[config.mk]
export PLATFORM = sky130hd
export DESIGN_NAME = mesi_coh_ctrl
export DESIGN_NICKNAME = d
export VERILOG_FILES = /design/src/rtl/mesi_pkg.sv /design/src/rtl/mesi_line.sv /design/src/rtl/mesi_snoop.sv /design/src/rtl/mesi_coh_ctrl.sv
export SDC_FILE = /design/constraint.sdc
export NUM_CORES = 1
export LEC_CHECK = 0
export BUFFER_PORTS_ARGS = -buffer_cell sky130_fd_sc_hd__buf_2
export CORE_MARGIN = 8
export CORE_UTILIZATION = 43
export CTS_CLUSTER_DIAMETER = 40
export DETAILED_ROUTE_END_ITERATION = 10
export MAX_ROUTING_LAYER = met4
export PLACE_DENSITY = 0.74
export SYNTH_ARGS = -nofsm -noshare
export SYNTH_HDL_FRONTEND = slang
export SYNTH_HIERARCHICAL = 1
export SYNTH_SLANG_ARGS = --single-unit
[constraint.sdc]
create_clock -name clk -period 2.19 [get_ports clk]
set_input_delay 0.3285 -clock clk [delete_from_list [all_inputs] [get_ports clk]]
set_output_delay 0.3285 -clock clk [all_outputs]
set_load 0.03 [all_outputs]
[src/rtl/mesi_pkg.sv]
package mesi_pkg;
  typedef enum logic [1:0] {
    ST_I = 2'd0,
    ST_S = 2'd1,
    ST_E = 2'd2,
    ST_M = 2'd3
  } mesi_t;

  localparam logic OP_RD  = 1'b0;
  localparam logic OP_RFO = 1'b1;
endpackage

[src/rtl/mesi_line.sv]
module mesi_line
  import mesi_pkg::*;
(
  input  logic  clk,
  input  logic  rst_n,
  input  logic  fill_en,
  input  mesi_t fill_st,
  input  logic  up_en,
  input  logic  snp_rd,
  input  logic  snp_rfo,
  output mesi_t state
);
  mesi_t nxt;

  always_comb begin
    nxt = state;
    if (snp_rfo)
      nxt = ST_I;
    else if (snp_rd && (state == ST_E || state == ST_M))
      nxt = ST_S;
    else if (fill_en)
      nxt = fill_st;
    else if (up_en)
      nxt = ST_M;
  end

  always_ff @(posedge clk) begin
    if (!rst_n) state <= ST_I;
    else        state <= nxt;
  end

  // snooped ownership request drops the copy
  a_r6_rfo_inval: assert property (@(posedge clk) disable iff (!rst_n)
    snp_rfo |=> state == ST_I);

  // snooped read demotes an owner to shared
  a_r7_rd_demote: assert property (@(posedge clk) disable iff (!rst_n)
    snp_rd && (state == ST_E || state == ST_M) |=> state == ST_S);

  // silent upgrade of an exclusive line
  a_r4_silent_up: assert property (@(posedge clk) disable iff (!rst_n)
    up_en && state == ST_E && !snp_rd && !snp_rfo |=> state == ST_M);

  // a line only enters M through a granted fill or an upgrade
  a_r5_m_entry: assert property (@(posedge clk) disable iff (!rst_n)
    state == ST_M && $past(state) != ST_M |-> $past(fill_en || up_en));
endmodule

[src/rtl/mesi_snoop.sv]
module mesi_snoop
  import mesi_pkg::*;
#(
  parameter int NLINES = 4,
  localparam int LW = (NLINES > 1) ? $clog2(NLINES) : 1
) (
  input  logic [2*NLINES-1:0] st_flat,
  input  logic                snp_valid,
  input  logic                snp_op,
  input  logic [LW-1:0]       snp_line,
  output logic [NLINES-1:0]   rd_hit,
  output logic [NLINES-1:0]   rfo_hit,
  output logic                shared,
  output logic                wb_valid,
  output logic [LW-1:0]       wb_line
);
  mesi_t cur;

  assign cur      = mesi_t'(st_flat[2*snp_line +: 2]);
  assign shared   = snp_valid && cur != ST_I;
  assign wb_valid = snp_valid && cur == ST_M;
  assign wb_line  = snp_line;

  for (genvar i = 0; i < NLINES; i++) begin : g_dec
    logic sel;
    assign sel        = snp_valid && snp_line == LW'(i);
    assign rd_hit[i]  = sel && snp_op == OP_RD;
    assign rfo_hit[i] = sel && snp_op == OP_RFO;
  end
endmodule

[src/rtl/mesi_coh_ctrl.sv]
module mesi_coh_ctrl
  import mesi_pkg::*;
#(
  parameter int NLINES = 4,
  localparam int LW = (NLINES > 1) ? $clog2(NLINES) : 1
) (
  input  logic                clk,
  input  logic                rst_n,
  input  logic                cpu_valid,
  output logic                cpu_ready,
  input  logic                cpu_write,
  input  logic [LW-1:0]       cpu_line,
  output logic                bus_valid,
  input  logic                bus_ready,
  output logic                bus_op,
  output logic [LW-1:0]       bus_line,
  input  logic                bus_shared,
  input  logic                snp_valid,
  input  logic                snp_op,
  input  logic [LW-1:0]       snp_line,
  output logic                snp_shared,
  output logic                wb_valid,
  output logic [LW-1:0]       wb_line,
  output logic [2*NLINES-1:0] line_state
);
  mesi_t              st [NLINES];
  logic [NLINES-1:0]  rd_hit, rfo_hit;
  mesi_t              cur, fill_st;
  logic               need_bus, snp_on_cpu, grant;

  assign cur        = st[cpu_line];
  assign snp_on_cpu = snp_valid && snp_line == cpu_line;
  assign need_bus   = cpu_write ? !(cur == ST_E || cur == ST_M) : (cur == ST_I);
  assign bus_valid  = cpu_valid && need_bus;
  assign bus_op     = cpu_write ? OP_RFO : OP_RD;
  assign bus_line   = cpu_line;
  assign grant      = bus_valid && bus_ready;
  assign cpu_ready  = cpu_valid && !snp_on_cpu && (!need_bus || bus_ready);
  assign fill_st    = cpu_write ? ST_M : (bus_shared ? ST_S : ST_E);

  mesi_snoop #(.NLINES(NLINES)) u_snoop (
    .st_flat  (line_state),
    .snp_valid(snp_valid),
    .snp_op   (snp_op),
    .snp_line (snp_line),
    .rd_hit   (rd_hit),
    .rfo_hit  (rfo_hit),
    .shared   (snp_shared),
    .wb_valid (wb_valid),
    .wb_line  (wb_line)
  );

  for (genvar i = 0; i < NLINES; i++) begin : g_line
    logic here;
    assign here = cpu_line == LW'(i);
    mesi_line u_line (
      .clk    (clk),
      .rst_n  (rst_n),
      .fill_en(grant && here),
      .fill_st(fill_st),
      .up_en  (cpu_ready && cpu_write && !need_bus && here),
      .snp_rd (rd_hit[i]),
      .snp_rfo(rfo_hit[i]),
      .state  (st[i])
    );
    assign line_state[2*i +: 2] = st[i];
  end

  // one bus transaction per cycle, snoop never alongside own grant
  a_r9_one_txn: assert property (@(posedge clk) disable iff (!rst_n)
    !(grant && snp_valid));

  // a snoop on the accessed line holds the local access off
  a_r9_snoop_first: assert property (@(posedge clk) disable iff (!rst_n)
    snp_valid && cpu_valid && snp_line == cpu_line |-> !cpu_ready);

  // a completed write leaves the line writable and dirty
  a_r5_wr_done: assert property (@(posedge clk) disable iff (!rst_n)
    cpu_ready && cpu_write |=> st[$past(cpu_line)] == ST_M);

  // a completed read leaves a valid copy
  a_r3_rd_done: assert property (@(posedge clk) disable iff (!rst_n)
    cpu_ready && !cpu_write |=> st[$past(cpu_line)] != ST_I);

  // after the write-back strobe the line is no longer dirty
  a_r8_wb_clean: assert property (@(posedge clk) disable iff (!rst_n)
    wb_valid |=> st[$past(wb_line)] != ST_M);

  // a waiting request changes nothing
  a_r10_wait_hold: assert property (@(posedge clk) disable iff (!rst_n)
    bus_valid && !bus_ready && !snp_valid |=> st[$past(cpu_line)] == $past(cur));
endmodule

==> impl_metrics.env <==
export IMPL_status="completed"
export IMPL_dr_first_iter_drc_count=30
export IMPL_drv_slew=0
export IMPL_critPathMaxFanout=5
export IMPL_drc=0
export IMPL_reg_top3="g_line.u_line/state: 8 flops"
export IMPL_clk_pin_slew_ns=0.05
export IMPL_cts_tree="done"
export IMPL_insertedDiodeCount=0
export IMPL_dp_cells=138
export IMPL_die_area_sq_mm=0.00335
export IMPL_r2r_slack_ns=0.07
export IMPL_synth_compound_area_share_pct=13.2
export IMPL_drive_gt1_share_pct=42.9
export IMPL_fin_util_pct=57.6
export IMPL_hpwlAfterDp_um=1790
export IMPL_power_mw=0.409
export IMPL_rr_endpoint="g_line[1].u_line/state[1]"
export IMPL_synth_simple_area_share_pct=40.6
export IMPL_routed_wl_um=2230
export IMPL_yosysWarnings=6
export IMPL_min_delay_start="rst_n"
export IMPL_globalplace_congestion=0.880
export IMPL_die_h_um=57.9
export IMPL_ys_ff_latch=8
export IMPL_reg2reg_from="g_line[1].u_line/state[1]"
export IMPL_start_kind="flip-flop"
export IMPL_top_register="g_line.u_line/state"
export IMPL_largest_reg_flops=8
export IMPL_coreArea_sq_mm=0.00169
export IMPL_rows=15
export IMPL_cts_sinks=8
export IMPL_clk_latency_ns=0.25
export IMPL_crit_chain="mux4_2, a221o_2, o21ba_2, buf_2"
export IMPL_initial_core_util_pct=44.7
export IMPL_hold_path_class="in2reg"
export IMPL_stdcell_count=143
export IMPL_setup_viol=0
export IMPL_cp_arrival_ns=1.81
export IMPL_synth_cell_type_count=27
export IMPL_synth_cells=94
export IMPL_finalSetupTns_ns=0
export IMPL_path_class="reg2out"
export IMPL_grt_max_degree=10
export IMPL_ctsRootBufferMaster="clkbuf_4"
export IMPL_tightest_slew_ns=0.820
export IMPL_required_ns=1.86
export IMPL_syn_cell_area_sq_um=756
export IMPL_synthMuxAreaShare_pct=12.9
export IMPL_min_period_over_period_pct=97.7
export IMPL_crit_family="compound AO/OA/AOI/OAI gates"
export IMPL_finalCriticalPeriod_ns=2.14
export IMPL_htree_levels=1
export IMPL_synth_nets=106
export IMPL_area_growth_pct=28.8
export IMPL_antenna_found_initial=0
export IMPL_synth_adder_area_share_pct=0
export IMPL_path_buf_inv=1
export IMPL_grt_util_all_layers_pct=14.3
export IMPL_cts_buffers=3
export IMPL_route_antenna_remaining_nets=0
export IMPL_synth_top_family_by_area="simple AND/OR/NAND/NOR gates"
export IMPL_grt_pass1_wl_um=3610
export IMPL_port_buffers=28
export IMPL_firstDrtPassIters=4
export IMPL_drv_cap=0
export IMPL_num_nets_final=140
export IMPL_cts_path_max_buffers=2
export IMPL_synth_xor_xnor_area_share_pct=2.32
export IMPL_p_per_area_mw_per_mm2=420
export IMPL_crit_slowest_cell="mux4_2"
export IMPL_fmax_ghz=0.467
export IMPL_rsz0062_at_grt="yes"
export IMPL_whs_path_depth=3
export IMPL_slowest_delay_ns=0.48
export IMPL_grt_pass1_vias=793
export IMPL_avgViaCountPerCell=5.71
export IMPL_n_fill_cell=158
export IMPL_hold_end="g_line[2].u_line/state[1]"
export IMPL_vias=816
export IMPL_power_leakage_nw=0.445
export IMPL_fin_skew_ns=0.00253
export IMPL_syn_avg_cell_area_sq_um=8.04
export IMPL_slew_headroom_pct=44.6
export IMPL_finalHoldViolCount=0
export IMPL_ctsHoldBuffers=0
export IMPL_vdd_ir_drop_max_mv=0.324
export IMPL_ios=29
export IMPL_fp_dieW_um=57.9
export IMPL_reg2reg_depth=7
export IMPL_post_drt_wl_per_cell_um=15.6
export IMPL_grt_overflow=0
export IMPL_cp_end_kind="output port"
export IMPL_ys_seq_area_share_pct=21.2
==> cells by family after synthesis <==
group / count (synthesis)
muxes: 5
AOI/OAI and AO/OA: 13
xor gates and xnor gates: 2
DFF: 8
buffers and inverters: 12
and+or+nand+nor: 54
==> synth_stat cells (all sizes together) <==
cell | count | area [sq um]
or2 | 1 | 6.26
o21ba | 1 | 10.0
o31ai | 1 | 7.51
or2b | 1 | 7.51
and3 | 1 | 6.26
clkbuf | 1 | 5.00
inv | 4 | 15.0
dfxtp | 8 | 160
o21a | 1 | 7.51
nor4b | 4 | 60.1
nor4 | 4 | 25.0
o21bai | 4 | 30.0
a31oi | 4 | 25.0
nor2b | 5 | 31.3
a221o | 1 | 11.3
nand2b | 6 | 37.5
mux4 | 3 | 75.1
nor2 | 8 | 30.0
xor2 | 2 | 17.5
o311ai | 1 | 8.76
mux2 | 2 | 22.5
nor3 | 10 | 50.1
buf | 7 | 53.8
nand2 | 14 | 52.6
==> cell type report <==
class / instances / area (sq um) / area share [%]
Sequential cell: 8 / 166 / 17.1
Inverter: 4 / 15.0 / 1.54
Clock buffer: 3 / 22.5 / 2.31
Multi-Input combinational cell: 74 / 537 / 55.1
Tap cell: 17 / 21.3 / 2.19
Timing Repair Buffer: 37 / 211 / 21.7
==> worst register-to-register path: cells and delay by family (launching register included) <==
family / cells / cell delay, ns
compound gates: 1 / 0.35
buf+inv: 2 / 0.30
flops: 1 / 0.35
mux: 1 / 0.48
simple gates: 3 / 0.54
==> layout by cell type, fill, tap and decap left out, drive strengths merged, types with 3 or more instances in the layout <==
| master | synthesis | final |
|---|---|---|
| nand2b | 6 | 6 |
| inv | 4 | 4 |
| nor4 | 4 | 4 |
| mux4 | 3 | 3 |
| o21bai | 4 | 4 |
| nor2 | 8 | 8 |
| buf | 7 | 37 |
| nor4b | 4 | 4 |
| a31oi | 4 | 4 |
| nand2 | 14 | 14 |
| nor2b | 5 | 5 |
| clkbuf | 1 | 3 |
| nor3 | 10 | 10 |
| dfxtp | 8 | 8 |
==> repair_timing <==
item,CTS,global route
setup buffers,1,1
setup endpoints to repair,1,3
endpoints found under the hold margin,0,0
pin swaps,0,1
gates resized for setup,0,7
==> per-layer routing <==
metal | vias to the layer above | track usage (%) | part of all wire [%]
met5 | - | - | 0
met4 | 0 | 5.94 | 0.54
met3 | 2 | 6.40 | 11
met2 | 34 | 21.7 | 45
met1 | 380 | 16.0 | 43
li1 | 400 | - | -
==> how the worst max path moves through the flow <==
stage	start	slack [ns]	end	cells after the start
5_1_grt	g_line[1].u_line/state[1]	-0.007	g_line[1].u_line/state[1]	7
6_report	g_line[1].u_line/state[1]	0.05	cpu_ready	4
4_1_cts	g_line[3].u_line/state[1]	0.03	g_line[1].u_line/state[1]	7
3_3_place_gp	cpu_line[0]	0.08	g_line[0].u_line/state[1]	7
3_5_place_dp	cpu_line[1]	0.05	g_line[1].u_line/state[1]	7
2_1_floorplan	cpu_line[0]	0.11	g_line[0].u_line/state[1]	6
==> report_power, final <==
part	internal, mW	total [mW]	switching, mW
clock	0.0627	0.113	0.0499
combinational	0.0538	0.139	0.0856
sequential	0.151	0.157	0.00585
==> through the flow <==
stage          setup WS, ns  hold slack (ns)  area [sq um]
5_1_grt            -0.00698            0.410           973
4_1_cts              0.0283            0.403           941
6_report             0.0509            0.406           973
2_1_floorplan         0.113            0.503           756
3_3_place_gp         0.0753            0.539           911
3_5_place_dp         0.0549            0.565           911
(Power assumes the default switching activity.)
